File: config.mk
export PLATFORM = sky130hd
export DESIGN_NAME = rng_health_mon
export DESIGN_NICKNAME = d
export VERILOG_FILES = /design/src/rtl/rng_hm_pkg.sv /design/src/rtl/rhm_run_track.sv /design/src/rtl/rhm_run_thresh.sv /design/src/rtl/rhm_ones_window.sv /design/src/rtl/rhm_stuck_word.sv /design/src/rtl/rng_health_mon.sv
export SDC_FILE = /design/constraint.sdc
export NUM_CORES = 1
export LEC_CHECK = 0
export ABC_AREA = 1
export BUFFER_PORTS_ARGS = -buffer_cell sky130_fd_sc_hd__buf_2
export CAP_MARGIN = 20
export CORE_MARGIN = 4
export CORE_UTILIZATION = 25
export DETAILED_ROUTE_END_ITERATION = 10
export GPL_TIMING_DRIVEN = 0
export PLACE_DENSITY = 0.43
export SYNTH_ARGS = -nofsm -noshare
export SYNTH_HDL_FRONTEND = slang
export SYNTH_SLANG_ARGS = --single-unit
export TNS_END_PERCENT = 1
File: constraint.sdc
create_clock -name clk -period 2.85 [get_ports clk]
set_input_delay 0.57 -clock clk [delete_from_list [all_inputs] [get_ports clk]]
set_output_delay 0.57 -clock clk [all_outputs]
set_load 0.02 [all_outputs]
File: src/rtl/rng_hm_pkg.sv
package rng_hm_pkg;

  function automatic int cnt_w(input int max_val);
    return (max_val < 2) ? 1 : $clog2(max_val + 1);
  endfunction

  function automatic int max2(input int a, input int b);
    return (a > b) ? a : b;
  endfunction

endpackage

File: src/rtl/rhm_run_track.sv
module rhm_run_track
  import rng_hm_pkg::*;
#(
  parameter int RUN_MAX = 48,
  localparam int SAT    = RUN_MAX + 1,
  localparam int RW     = cnt_w(SAT)
) (
  input  logic          clk,
  input  logic          rst_n,
  input  logic          clr_i,
  input  logic          step_i,
  input  logic          bit_i,
  output logic [RW-1:0] run_next_o
);

  logic          have_q, have_d;
  logic          prev_q, prev_d;
  logic [RW-1:0] run_q, run_d;
  logic          upd;

  always_comb begin
    have_d = have_q;
    prev_d = prev_q;
    run_d  = run_q;
    if (clr_i) begin
      have_d = 1'b0;
      prev_d = 1'b0;
      run_d  = '0;
    end else if (step_i) begin
      have_d = 1'b1;
      prev_d = bit_i;
      if (have_q && (bit_i == prev_q)) begin
        run_d = (run_q == RW'(SAT)) ? run_q : run_q + RW'(1);
      end else begin
        run_d = RW'(1);
      end
    end
  end

  assign upd        = clr_i | step_i;
  assign run_next_o = run_d;

  always_ff @(posedge clk or negedge rst_n) begin
    if (!rst_n) begin
      have_q <= 1'b0;
      prev_q <= 1'b0;
      run_q  <= '0;
    end else if (upd) begin
      have_q <= have_d;
      prev_q <= prev_d;
      run_q  <= run_d;
    end
  end

  // a differing bit restarts the run at one
  p_run_restart_r6: assert property (@(posedge clk) disable iff (!rst_n)
    (step_i && !clr_i && have_q && (bit_i != prev_q)) |=> (run_q == RW'(1)));

  // an equal bit below saturation extends the run by exactly one
  p_run_extend_r4: assert property (@(posedge clk) disable iff (!rst_n)
    (step_i && !clr_i && have_q && (bit_i == prev_q) && (run_q < RW'(SAT)))
      |=> (run_q == $past(run_q) + RW'(1)));

  // without a step or clear the run length holds
  p_run_hold_r9: assert property (@(posedge clk) disable iff (!rst_n)
    (!step_i && !clr_i) |=> $stable(run_q));

endmodule

File: src/rtl/rhm_run_thresh.sv
module rhm_run_thresh #(
  parameter int THR = 34,
  parameter int RW  = 6
) (
  input  logic          clk,
  input  logic          rst_n,
  input  logic          step_i,
  input  logic [RW-1:0] run_i,
  output logic          fail_o
);

  logic fail_q, fail_d;

  always_comb begin
    fail_d = step_i && (run_i == RW'(THR));
  end

  always_ff @(posedge clk or negedge rst_n) begin
    if (!rst_n) begin
      fail_q <= 1'b0;
    end else begin
      fail_q <= fail_d;
    end
  end

  assign fail_o = fail_q;

  // a repetition pulse never lasts more than one cycle
  p_single_pulse_r11: assert property (@(posedge clk) disable iff (!rst_n)
    fail_q |=> !fail_q);

endmodule

File: src/rtl/rhm_ones_window.sv
module rhm_ones_window
  import rng_hm_pkg::*;
#(
  parameter int WIN     = 20000,
  parameter int ONES_LO = 9655,
  parameter int ONES_HI = 10345,
  localparam int CW     = cnt_w(WIN)
) (
  input  logic clk,
  input  logic rst_n,
  input  logic clr_i,
  input  logic step_i,
  input  logic bit_i,
  output logic fail_o
);

  logic [CW-1:0] bit_cnt_q, bit_cnt_d;
  logic [CW-1:0] ones_q, ones_d;
  logic [CW-1:0] ones_sum;
  logic          last_bit;
  logic          fail_q, fail_d;
  logic          upd;

  always_comb begin
    ones_sum  = ones_q + CW'(bit_i);
    last_bit  = (bit_cnt_q == CW'(WIN - 1));
    bit_cnt_d = bit_cnt_q;
    ones_d    = ones_q;
    fail_d    = 1'b0;
    if (clr_i) begin
      bit_cnt_d = '0;
      ones_d    = '0;
    end else if (step_i) begin
      if (last_bit) begin
        bit_cnt_d = '0;
        ones_d    = '0;
        fail_d    = (ones_sum < CW'(ONES_LO)) || (ones_sum > CW'(ONES_HI));
      end else begin
        bit_cnt_d = bit_cnt_q + CW'(1);
        ones_d    = ones_sum;
      end
    end
  end

  assign upd = clr_i | step_i;

  always_ff @(posedge clk or negedge rst_n) begin
    if (!rst_n) begin
      bit_cnt_q <= '0;
      ones_q    <= '0;
    end else if (upd) begin
      bit_cnt_q <= bit_cnt_d;
      ones_q    <= ones_d;
    end
  end

  always_ff @(posedge clk or negedge rst_n) begin
    if (!rst_n) begin
      fail_q <= 1'b0;
    end else begin
      fail_q <= fail_d;
    end
  end

  assign fail_o = fail_q;

  // the ones count can never exceed the bits seen in the window
  p_ones_le_bits_r3: assert property (@(posedge clk) disable iff (!rst_n)
    ones_q <= bit_cnt_q);

  // the window counter stays inside the window
  p_cnt_in_window_r3: assert property (@(posedge clk) disable iff (!rst_n)
    bit_cnt_q < CW'(WIN));

  // a verdict only follows the last bit of a window
  p_verdict_at_end_r2: assert property (@(posedge clk) disable iff (!rst_n)
    fail_q |-> (bit_cnt_q == '0));

endmodule

File: src/rtl/rhm_stuck_word.sv
module rhm_stuck_word #(
  parameter int WORD_W = 32
) (
  input  logic              clk,
  input  logic              rst_n,
  input  logic              clr_i,
  input  logic              step_i,
  input  logic [WORD_W-1:0] word_i,
  output logic              fail_o
);

  logic              have_q, have_d;
  logic [WORD_W-1:0] prev_q, prev_d;
  logic              fail_q, fail_d;
  logic              upd;

  always_comb begin
    have_d = have_q;
    prev_d = prev_q;
    fail_d = 1'b0;
    if (clr_i) begin
      have_d = 1'b0;
      prev_d = '0;
    end else if (step_i) begin
      fail_d = have_q && (word_i == prev_q);
      have_d = 1'b1;
      prev_d = word_i;
    end
  end

  assign upd = clr_i | step_i;

  always_ff @(posedge clk or negedge rst_n) begin
    if (!rst_n) begin
      have_q <= 1'b0;
      prev_q <= '0;
    end else if (upd) begin
      have_q <= have_d;
      prev_q <= prev_d;
    end
  end

  always_ff @(posedge clk or negedge rst_n) begin
    if (!rst_n) begin
      fail_q <= 1'b0;
    end else begin
      fail_q <= fail_d;
    end
  end

  assign fail_o = fail_q;

  // the first word after reset or clear is never flagged
  p_first_word_r8: assert property (@(posedge clk) disable iff (!rst_n)
    (step_i && !clr_i && !have_q) |=> !fail_q);

  // clear forgets the stored word
  p_clear_forgets_r10: assert property (@(posedge clk) disable iff (!rst_n)
    clr_i |=> !have_q);

endmodule

File: src/rtl/rng_health_mon.sv
module rng_health_mon
  import rng_hm_pkg::*;
#(
  parameter int WORD_W    = 32,
  parameter int WIN_BITS  = 20000,
  parameter int ONES_LO   = 9655,
  parameter int ONES_HI   = 10345,
  parameter int LONG_RUN  = 34,
  parameter int NOISE_RUN = 48
) (
  input  logic              clk,
  input  logic              rst_n,
  input  logic              en_i,
  input  logic              clr_i,
  input  logic              bit_i,
  input  logic              bit_vld_i,
  input  logic [WORD_W-1:0] word_i,
  input  logic              word_vld_i,
  output logic              fail_ones_o,
  output logic              fail_longrun_o,
  output logic              fail_noise_o,
  output logic              fail_stuck_o
);

  localparam int RUN_MAX = max2(LONG_RUN, NOISE_RUN);
  localparam int RW      = cnt_w(RUN_MAX + 1);
  localparam int N_THR   = 2;
  localparam int RUN_THR [N_THR] = '{LONG_RUN, NOISE_RUN};

  logic          bit_take;
  logic          word_take;
  logic [RW-1:0] run_next;
  logic [N_THR-1:0] run_fail;

  assign bit_take  = en_i & bit_vld_i & ~clr_i;
  assign word_take = en_i & word_vld_i & ~clr_i;

  rhm_ones_window #(
    .WIN     (WIN_BITS),
    .ONES_LO (ONES_LO),
    .ONES_HI (ONES_HI)
  ) u_ones (
    .clk    (clk),
    .rst_n  (rst_n),
    .clr_i  (clr_i),
    .step_i (bit_take),
    .bit_i  (bit_i),
    .fail_o (fail_ones_o)
  );

  rhm_run_track #(
    .RUN_MAX (RUN_MAX)
  ) u_run (
    .clk        (clk),
    .rst_n      (rst_n),
    .clr_i      (clr_i),
    .step_i     (bit_take),
    .bit_i      (bit_i),
    .run_next_o (run_next)
  );

  for (genvar g = 0; g < N_THR; g++) begin : g_thr
    rhm_run_thresh #(
      .THR (RUN_THR[g]),
      .RW  (RW)
    ) u_thr (
      .clk    (clk),
      .rst_n  (rst_n),
      .step_i (bit_take),
      .run_i  (run_next),
      .fail_o (run_fail[g])
    );
  end

  assign fail_longrun_o = run_fail[0];
  assign fail_noise_o   = run_fail[1];

  rhm_stuck_word #(
    .WORD_W (WORD_W)
  ) u_stuck (
    .clk    (clk),
    .rst_n  (rst_n),
    .clr_i  (clr_i),
    .step_i (word_take),
    .word_i (word_i),
    .fail_o (fail_stuck_o)
  );

  // a disabled cycle is followed by a quiet cycle
  p_idle_quiet_r9: assert property (@(posedge clk) disable iff (!rst_n)
    !en_i |=> !(fail_ones_o | fail_longrun_o | fail_noise_o | fail_stuck_o));

  // a clear cycle is followed by a quiet cycle
  p_clear_quiet_r10: assert property (@(posedge clk) disable iff (!rst_n)
    clr_i |=> !(fail_ones_o | fail_longrun_o | fail_noise_o | fail_stuck_o));

  // the two repetition detectors never fire on the same bit
  p_thr_exclusive_r4: assert property (@(posedge clk) disable iff (!rst_n)
    $onehot0({fail_longrun_o, fail_noise_o}));

endmodule

==> impl_results.md, run 1 <==
- Outcome: complete, no violations
- GPL Wtd Cong: 0.797
- CTS tree: yes
- Post-Layout Cell Count: 809
- R2r setup slk: 1.06 ns
- Starting Density: 25.8%
- Drt drc: 0
- Hold Buf Count CTS: 0
- Reg clk slew, reported paths: 0.06 ns
- Die Ht: 137 um
- # rows: 46
- Max-cap violations: 0
- Hold crit path type: input port to asynchronous set/reset pin
- I/O Buffers: 42
- EDFF count, synth: 0
- Tmin final: 1.79 ns
- # Post-CTS Setup Buffers: 0
- Type of the worst setup path: flip-flop to flip-flop
- GR Overflow Total: 0
- H-tree levels: 3
- CTS buffer count: 9
- Fmax: 560 MHz
- WP data required: 3.08 ns
- Post-cts sizing count: 0
- Routed wire length: 10700 um
- Slew @ Worst Pin: 0.605 ns
- Final Cycle Share: 62.7%
- CTS sink count: 75
- Via count: 3628
- Leakage: 2.34 nW
- Setup TNS: 0 ns
- Setup repair after global routing missed its margin: false
- Syn_area_per_cell: 7.75 sq um
- Max Slew Vio Count: 0
- VDD IR-drop max: 0.338 mV
- Die area: 18700 sq um
- Final hold viol count: 0
- Tot GR Track Use: 12.5%
- Fillers: 1735
- Synthesized cell area: 4140 sq um
- Worst r2r src: u_ones.ones_q[0]
- Sequential share of the synthesized area: 45.4%
- IO Pins: 43
- Final setup fails: 0
- Primary FF master, synth: dfrtp_1
- Worst Path Max Fanout: 5
- Antenna cells: 0
- DR pass1 iterations: 4
- Area occupied by multi-input gates: 1840 sq um
- Vias per cell: 4.48
- Yosys warns: 0
- R2r endpoint: u_ones.fail_o
- Crit end category: flip-flop
- Register-to-Register Path Depth: 14
- Placed cells: 793
- Startpoint Class: flip-flop
- Area Growth Syn to Fin: 20.3%
- Post-Synthesis Cells: 534
- Reg area: 1880 sq um
- ANT nets after route: 0
- Antenna violations before repair: 1
- P per Cell Area: 532 nW/um^2
- Drt initial violations: 144
- Layout cells sized above 1: 15.2%
- Area of the core: 16100 sq um
- Async S/R FF share, synth: 100%
- Yosys cell types: 31
- Worst-Skew Late Latency: 0.35 ns
- WL per Instance: 13.2 um
- Die extent in x: 137 um
- Hpwl dp: 7930 um
- First-pass GRT wire length: 18300 um
- Net Count, Synth: 579
- Largest net degree at the start of global routing: 65
- Slew HR: 59.7%
- Max Buffers Root-to-Sink: 2
- Nets@finish: 633
- Arr. time, crit path: 2.02 ns
- Root Buffer: clkbuf_16
- Register bit total from synthesis: 75
- Vias in the first global route: 3744
- Clk_skew: 0.00481 ns
-- layout make-up --
| cell class | instances | share of cell area (%) |
|---|---|---|
| Multi-Input combinational cell | 350 | 37.0 |
| Tap cell | 216 | 5.43 |
| Clock inverter | 5 | 1.71 |
| Timing Repair Buffer | 43 | 4.83 |
| Buffer | 11 | 1.03 |
| Clock buffer | 11 | 4.88 |
| Sequential cell | 75 | 37.7 |
| Inverter | 98 | 7.39 |
-- critical path, cell delays in order (launching register included) --
cell and delay, ns:
dfrtp_1 0.38, ha_1 0.25, ha_1 0.27, inv_1 0.07, nand2_1 0.04, nand2_1 0.10
nand2_1 0.06, nand2_1 0.07, nand3_1 0.08, nand2_1 0.08, nand2_1 0.05, nand2_1 0.05
nand2_1 0.05, nand2_1 0.07, a21oi_2 0.05
-- synth_stat cells (2+ instances only) --
master    count  share of area [%]
nand2_2       4               0.60
inv_1        95                8.6
a22o_1        2               0.42
a21oi_1       6               0.73
nor4_1        6               0.91
buf_2         2               0.24
o22ai_1      53                8.0
a221oi_1      3               0.64
ha_1          6                1.8
o21ai_1       6               0.73
nand2_1     125                 11
xor2_1       13                2.8
xnor2_1       2               0.42
o21ai_0      24                2.9
nor3_1        6               0.73
nor2_2       11                1.7
clkbuf_1      8               0.73
nand4_1       7                1.1
nand3_2       6                1.5
inv_2         3               0.27
dfrtp_1      75                 45
a21oi_2       2               0.42
nand3_1      31                3.8
nor2_1       31                2.8
-- state kept, by name, indices dropped and copies added (netlist names) --
register	flops
u_ones.fail_o	1
g_thr.u_thr.fail_o	2
u_stuck.have_q	1
u_stuck.prev_q	32
u_ones.bit_cnt_q	15
u_stuck.fail_o	1
u_run.prev_q	1
u_run.have_q	1
u_ones.ones_q	15
u_run.run_q	6
-- metal layers --
| metal | wire [um] | track usage [%] | vias to the layer above |
|---|---|---|---|
| met1 | 4940 | 15.3 | 1701 |
| met5 | 13 | 0 | - |
| met3 | 416 | 3.93 | 17 |
| met4 | 153 | 3.86 | 2 |
| li1 | - | - | 1858 |
| met2 | 5150 | 21.1 | 50 |
-- per-stage QoR --
| stage | utilization (%) | total power (W) | hold slack, ns | setup slack (ns) | area, sq um |
|---|---|---|---|---|---|
| floorplan | - | 0.00129 | 0.274 | 1.05 | 4140 |
| global placement | 28.8 | 0.00139 | 0.459 | 0.509 | 4620 |
| detailed placement | 28.9 | 0.00140 | 0.442 | 0.715 | 4650 |
| CTS | 31.0 | 0.00271 | 0.0660 | 1.04 | 4970 |
| global route | 31.0 | 0.00278 | 0.0752 | 0.829 | 4970 |
| finish | 31.0 | 0.00265 | 0.0706 | 1.06 | 4970 |
-- power breakdown --
group | switching, W | internal (W) | leakage (nW)
combinational | 0.000155 | 0.0000864 | 1.17
clock | 0.000474 | 0.000796 | 0.156
sequential | 0.0000260 | 0.00111 | 1.01
total | 0.000655 | 0.00199 | 2.34
-- placed cells by master, fill, tap and decap left out, drive strengths merged, types with 7 or more instances in the layout --
master	Yosys	final
nand2	129	129
inv	98	99
dfrtp	75	75
o22ai	53	53
buf	3	46
nor2	42	42
nand3	37	37
o21ai	31	31
clkbuf	8	19
xor2	13	13
nand4	8	8
a21oi	8	8
nor3	7	7
-- kinds of logic (layout without fill, tap and decap cells) --
logic type | count (synthesis) | after routing | synth area share, %
XOR/XNOR | 15 | 15 | 3.18
flip-flops | 75 | 75 | 45.4
buffers and inverters | 109 | 168 | 10.1
AND/OR/NAND/NOR | 229 | 229 | 24.9
adder cells (fa/ha/maj) | 6 | 6 | 1.81
AO/OA/AOI/OAI | 100 | 100 | 14.6
-- worst max-delay path by stage --
stage | from | end | slack [ns] | cells past startpoint
6_report | u_ones.ones_q[0] | u_ones.fail_o | 1.06 | 14
5_1_grt | u_ones.ones_q[0] | u_ones.fail_o | 0.83 | 11
4_1_cts | u_ones.ones_q[0] | u_ones.fail_o | 1.04 | 14
3_5_place_dp | bit_i | u_ones.fail_o | 0.71 | 12
3_3_place_gp | rst_n | u_stuck.prev_q[14] | 0.51 | 1
2_1_floorplan | bit_i | u_ones.fail_o | 1.05 | 14
No activity file was read; power rests on OpenSTA's default activity.
==> run 2: changes to the inputs <==
==> constraint.sdc (replaced) <==
create_clock -name clk -period 1.8 [get_ports clk]
set_input_delay 0.36 -clock clk [delete_from_list [all_inputs] [get_ports clk]]
set_output_delay 0.36 -clock clk [all_outputs]
set_load 0.02 [all_outputs]
==> run 2 against run 1 <==
  * Sequential power grew 58%
  * Utilization grew 0.73 points
  * Clock power grew 58%
  * Global-route usage is essentially flat
  * Clock-buffer cell count is the same
  * Worst setup slack lost 0.96 ns
  * Register-to-register slack lost 0.96 ns
  * Total power grew 59%
  * Sequential share of layout area shrank 0.85 points
  * Clock skew is essentially flat
  * Combinational power grew 62%
  * Design area grew 2.4%
  * Critical endpoint unchanged
==> impl_results.md, run 2 (synthesized netlist as in run 1, its figures left out) <==
- Outcome: complete, no violations
- Slowest-stage cell, CP: dfrtp_1
- Type of the worst setup path: flip-flop to flip-flop
- VDD IR-drop max: 0.538 mV (+59%)
- GR Overflow Total: 0 (unchanged)
- Routed wire length: 10800 um (+0.82%)
- Pre-CTS setup slack: -0.125 ns (-0.840 ns)
- Most frequent cells in the layout: nand2_1 (123), inv_1 (95), dfrtp_1 (74)
- Worst-Skew Late Latency: 0.35 ns (about the same)
- Final Worst Setup Slack: 0.102 ns (-0.961 ns)
- Layout cells sized above 1: 16.9% (+1.8 points)
- Most common cell after layout, fill and taps aside: nand2_1
- Int Pwr: 0.00316 W (+59%)
- Drt drc: 0 (unchanged)
- Final instance area: 5090 sq um (+2.4%)
- Slew HR: 60.8% (+1.1 points)
- ANT nets after route: 0 (unchanged)
- Final setup fails: 0 (unchanged)
- Root Buffer: clkbuf_16
- WL per Instance: 13.3 um (+0.45%)
- Post-layout util: 31.7% (+0.73 points)
- Largest Register: u_stuck.prev_q
- Vias in the first global route: 3744 (unchanged)
- Die area: 18700 sq um (unchanged)
- Register-to-Register Path Depth: 11 (-3)
- Tot GR Track Use: 12.5% (about the same)
- WP data required: 2.03 ns (-1.05 ns)
- Setup repair after global routing missed its margin: true
- I/O Buffers: 42 (unchanged)
- Drt initial violations: 137 (-4.9%)
- Fillers: 1723 (-0.69%)
- R2r endpoint: u_ones.fail_o
- CTS sink count: 75 (unchanged)
- Logic gate share of total power: 9.4% (+0.3 points)
- Antenna violations before repair: 1 (unchanged)
- Antenna cells: 0 (unchanged)
- CP max stage delay: 0.39 ns (about the same)
- Sequential Power Share: 42.9% (about the same)
- Max Buffers Root-to-Sink: 2 (unchanged)
- Hpwl dp: 7930 um (unchanged)
- Slew @ Worst Pin: 0.588 ns (-0.0165 ns)
- Reg area: 1880 sq um (about the same)
- Placed Instance Area: 4650 sq um (unchanged)
- Max reg flops: 32 (unchanged)
- Reg clk slew, reported paths: 0.06 ns (about the same)
- First-pass GRT wire length: 18300 um (about the same)
- Largest net degree at the start of global routing: 65 (unchanged)
- Area of the core: 16100 sq um (unchanged)
- Die extent in x: 137 um (unchanged)
- Vias per cell: 4.51 (+0.59%)
- Hold Path Depth: 3
- Biggest regs: u_stuck.prev_q (32), u_ones.bit_cnt_q (15), u_ones.ones_q (15)
- CTS tree: yes
- P per Cell Area: 825 nW/um^2 (+55%)
- Net Sw Frac: 24.7% (about the same)
- Arr. time, crit path: 1.93 ns (-0.09 ns)
- Final Cycle Share: 94.3% (+32 points)
- DR pass1 iterations: 4 (unchanged)
- Startpoint Class: flip-flop
- CP startpoint: u_ones.ones_q[0]
- Area Growth Syn to Fin: 23.1%
- Starting Density: 25.8% (unchanged)
- Max-cap violations: 0 (unchanged)
- H-tree levels: 3 (unchanged)
- Area occupied by multi-input gates: 1930 sq um (+5.0%)
- Clk network pwr share: 47.8% (-0.2 points)
- Nets@finish: 636 (+0.47%)
- Crit path cell chain: ha_4, ha_4, nand3_4, nor3_4, nand2_1, nand2_2, nand2_2, nor2_2, nand2_1, a21oi_2, a21oi_2
- Max Slew Vio Count: 0 (unchanged)
- Die Ht: 137 um (unchanged)
- Worst r2r src: u_ones.ones_q[0]
- Hold crit path type: input port to flip-flop
- Tmin final: 1.70 ns (-0.0893 ns)
- Critical path endpoint: u_ones.fail_o
- Leakage: 2.37 nW (+1.3%)
- Power after layout: 0.00420 W (+59%)
- R2r setup slk: 0.10 ns (-0.96 ns)
- Via count: 3663 (+0.96%)
- GPL Wtd Cong: 0.797 (unchanged)
- Psw: 0.00104 W (+59%)
- # rows: 46 (unchanged)
- Fmax: 589 MHz (+5.3%)
- Crit end category: flip-flop
- IO Pins: 43 (unchanged)
- Clk_skew: 0.00467 ns (-0.000142 ns)
- Final hold viol count: 0 (unchanged)
- Setup TNS: 0 ns (unchanged)
- Worst Path Max Fanout: 4 (-1)
- CTS buffer count: 9 (unchanged)
## run 2: worst min path at each step
stage	start	to	slack (ns)
2_1_floorplan	rst_n	g_thr[0].u_thr.fail_o	0.06
3_3_place_gp	u_run.have_q	u_run.have_q	0.46
3_5_place_dp	rst_n	u_ones.fail_o	0.23
4_1_cts	word_i[18]	u_stuck.prev_q[18]	0.25
5_1_grt	word_i[2]	u_stuck.prev_q[2]	0.28
6_report	word_i[18]	u_stuck.prev_q[18]	0.27
## run 2: power by group through the flow
stage	logic [W]	clock network, W	registers, W
floorplan	0.000219	0	0.00182
global placement	0.000380	0	0.00183
detailed placement	0.000394	0	0.00183
CTS	0.000397	0.00209	0.00180
global route	0.000455	0.00216	0.00181
finish	0.000393	0.00201	0.00180
## run 2: per-stage QoR
stage,std cells,hold WS [ns]
final,812,0.269
after global routing,812,0.281
after CTS,810,0.250
after detailed placement,793,0.232
after global placement,792,0.459
after floorplan,534,0.0644
## run 2: cell type report
type                    instances  share of cell area, %
repair buffers                 46                   5.21
plain buffers                  11                   1.01
well taps                     216                   5.31
flip-flops and latches         75                   36.9
inverters                      98                   7.22
clock inverters                 5                   1.67
multi-input cells             350                   37.9
clock buffers                  11                   4.77
## run 2: timing repair
item	4_1_cts	5_1_grt
setup buffers	0	2
hold buffers	1	0
setup endpoints to repair	1	23
endpoints found under the hold margin	11	0
gates cloned	0	0
resized for setup	2	16
pin swaps	0	8
## run 2: metal layers
metal / GRT usage (%) / vias up / routed length (um)
met1: 15.3 / 1731 / 4890
met5: 0 / - / 13
met4: 3.86 / 2 / 155
met3: 3.93 / 14 / 432
li1: - / 1865 / -
met2: 21.1 / 51 / 5260
## run 2: worst max-delay path: cells and delay by family (launching register included)
kind	cells	cell delay [ns]
AOI/OAI and AO/OA	2	0.21
and+or+nand+nor	7	0.66
DFF	1	0.39
adders and majority gates	2	0.31
==> run 3: changes to the inputs <==
--- a/config.mk
+++ b/config.mk
@@ -13,6 +13,7 @@
 export DETAILED_ROUTE_END_ITERATION = 10
 export GPL_TIMING_DRIVEN = 0
 export PLACE_DENSITY = 0.43
+export RECOVER_POWER = 100
 export SYNTH_ARGS = -nofsm -noshare
 export SYNTH_HDL_FRONTEND = slang
 export SYNTH_SLANG_ARGS = --single-unit
==> run 3 against run 2 <==
  * Flip-flop and latch count unchanged
  * Non-clock buffer count unchanged
  * First-iteration DRC count down 2.9%
  * Worst hold slack about the same
  * Global-route usage unchanged
  * Routed wire length about the same
  * Design area down 0.22%
  * Utilization down 0.070 points
  * Clock skew about the same
  * Clock power about the same
  * Critical path type unchanged
==> impl_results.md, run 3 (synthesized netlist as in run 1, its figures left out) <==
- I/O Buffers: 42 (unchanged)
- First-pass GRT wire length: 18300 um (unchanged)
- Slowest-stage cell, CP: dfrtp_1
- CTS sink count: 75 (unchanged)
- Drt initial violations: 133 (-2.9%)
- Post-Layout Cell Count: 812 (unchanged)
- Worst r2r src: u_ones.ones_q[0]
- Tot GR Track Use: 12.5% (unchanged)
- WL per Instance: 13.2 um (about the same)
- DR pass1 iterations: 4 (unchanged)
- Largest net degree at the start of global routing: 65 (unchanged)
- M2 GR Usage: 21.1% (unchanged)
- Drt drc: 0 (unchanged)
- CP startpoint: u_ones.ones_q[0]
- Worst-Skew Late Latency: 0.35 ns (about the same)
- Worst Path Max Fanout: 4 (unchanged)
- Tmin final: 1.70 ns (-0.0000520 ns)
- Crit path buf inv count: 0 (unchanged)
- Die Ht: 137 um (unchanged)
- Slew HR: 43.9% (-17 points)
- Reg clk slew, reported paths: 0.06 ns (about the same)
- Slew @ Worst Pin: 0.842 ns (+0.254 ns)
- Via count: 3665 (+0.055%)
- Setup repair after global routing missed its margin: true
- Min Hold Slack: 0.269 ns (-0.0000500 ns)
- Grt met1 use: 15.3% (unchanged)
- CP max stage delay: 0.39 ns (about the same)
- Root Buffer: clkbuf_16
- CTS buffer count: 9 (unchanged)
- Final instance area: 5080 sq um (-0.22%)
- P per Cell Area: 826 nW/um^2 (+0.18%)
- Arr. time, crit path: 1.93 ns (about the same)
- # rows: 46 (unchanged)
- Area of the core: 16100 sq um (unchanged)
- IO Pins: 43 (unchanged)
- Routed wire length: 10800 um (about the same)
- Max Slew Vio Count: 0 (unchanged)
- GR Overflow Total: 0 (unchanged)
- WP data required: 2.03 ns (about the same)
- Largest Register: u_stuck.prev_q
- Hold path start: word_i[18]
- Vias per cell: 4.51 (about the same)
- Max reg flops: 32 (unchanged)
- Area Growth Syn to Fin: 22.8%
- Post-layout util: 31.6% (-0.070 points)
- Startpoint Class: flip-flop
- Leakage: 2.34 nW (-1.1%)
- Max Buffers Root-to-Sink: 2 (unchanged)
- Antenna cells: 0 (unchanged)
- Crit end category: flip-flop
- Most frequent cells in the layout: nand2_1 (123), inv_1 (95), dfrtp_1 (74)
- VDD IR-drop max: 0.538 mV (about the same)
- Nets@finish: 636 (unchanged)
- Setup TNS: 0 ns (unchanged)
- Die area: 18700 sq um (unchanged)
- Starting Density: 25.8% (unchanged)
- Final Cycle Share: 94.3% (about the same)
- Placed cells: 793 (unchanged)
- GPL Wtd Cong: 0.797 (unchanged)
- Placed Instance Area: 4650 sq um (unchanged)
- Crit path cell chain: ha_4, ha_4, nand3_4, nor3_4, nand2_1, nand2_2, nand2_2, nor2_2, nand2_1, a21oi_2, a21oi_2
- Final hold viol count: 0 (unchanged)
- Top Usage Layer GRT: met2
- CTS tree: yes
- Max-cap violations: 0 (unchanged)
- Biggest regs: u_stuck.prev_q (32), u_ones.bit_cnt_q (15), u_ones.ones_q (15)
- H-tree levels: 3 (unchanged)
- CP top delay family: simple AND/OR/NAND/NOR gates
- Hpwl dp: 7930 um (unchanged)
- Antenna violations before repair: 1 (unchanged)
- Clk_skew: 0.00463 ns (-0.0000376 ns)
- GR Layer Usage met3: 3.93% (unchanged)
- Vias in the first global route: 3744 (unchanged)
- Layout cells sized above 1: 15.8% (-1.2 points)
- Outcome: complete, no violations
- Die extent in x: 137 um (unchanged)
- Type of the worst setup path: flip-flop to flip-flop
- ANT nets after route: 0 (unchanged)
- Final setup fails: 0 (unchanged)
- Fmax: 589 MHz (about the same)
- Fillers: 1723 (unchanged)
- Hold crit path type: input port to flip-flop
- Most common cell after layout, fill and taps aside: nand2_1
-- run 3: path summary, 6_finish.rpt --
kind                                            end  slack [ns]  depth (start not counted)
worst max-delay path                  u_ones.fail_o        0.10                         11
worst min-delay path             u_stuck.prev_q[18]        0.27                          3
worst max register to register        u_ones.fail_o        0.10                         11
worst min register to register       u_stuck.have_q        0.47                          2
max in group asynchronous       u_ones.bit_cnt_q[6]        0.35                          3
min in group asynchronous         u_ones.ones_q[10]        0.63                          2
-- run 3: per-layer routing --
layer	wire length [um]	part of all wire, %	vias up
met3	437	4.1	14
met1	4890	45	1731
met2	5260	49	53
li1	-	-	1865
met5	13	0.12	-
met4	155	1.4	2
-- run 3: area by class of cell --
class | instances | area [sq um] | area share, %
Tap cell | 216 | 270 | 5.32
Sequential cell | 75 | 1880 | 37.0
Clock buffer | 11 | 243 | 4.78
Inverter | 98 | 368 | 7.24
Timing Repair Buffer | 46 | 255 | 5.02
Buffer | 11 | 50.0 | 0.985
Clock inverter | 5 | 85.1 | 1.67
Multi-Input combinational cell | 350 | 1930 | 38.0
-- run 3: worst reg2reg max path, stage by stage, from the launching register on --
cell     delay [ns]
dfrtp_1        0.39
ha_4           0.18
ha_4           0.13
nand3_4        0.08
nor3_4         0.20
nand2_1        0.09
nand2_2        0.10
nand2_2        0.05
nor2_2         0.07
nand2_1        0.07
a21oi_2        0.15
a21oi_2        0.06
-- run 3: metrics by stage --
step / total power, W / setup WS, ns
2_1_floorplan: 0.00204 / 0.207
3_3_place_gp: 0.00221 / -0.331
3_5_place_dp: 0.00222 / -0.125
4_1_cts: 0.00429 / 0.0380
5_1_grt: 0.00442 / -0.0338
6_report: 0.00420 / 0.102
-- run 3: timing repair --
item                       CTS  global route
pin swaps                    0             8
setup endpoints to repair    1            23
hold endpoints to repair    11             0
gates resized for setup      2            16
hold buffers                 1             0
buffers inserted             0             2
-- run 3: power by group --
part           internal, W  leakage [nW]  switching, W
Clock              0.00126         0.156      0.000747
Combinational     0.000143          1.18      0.000248
Sequential         0.00176          1.01     0.0000433
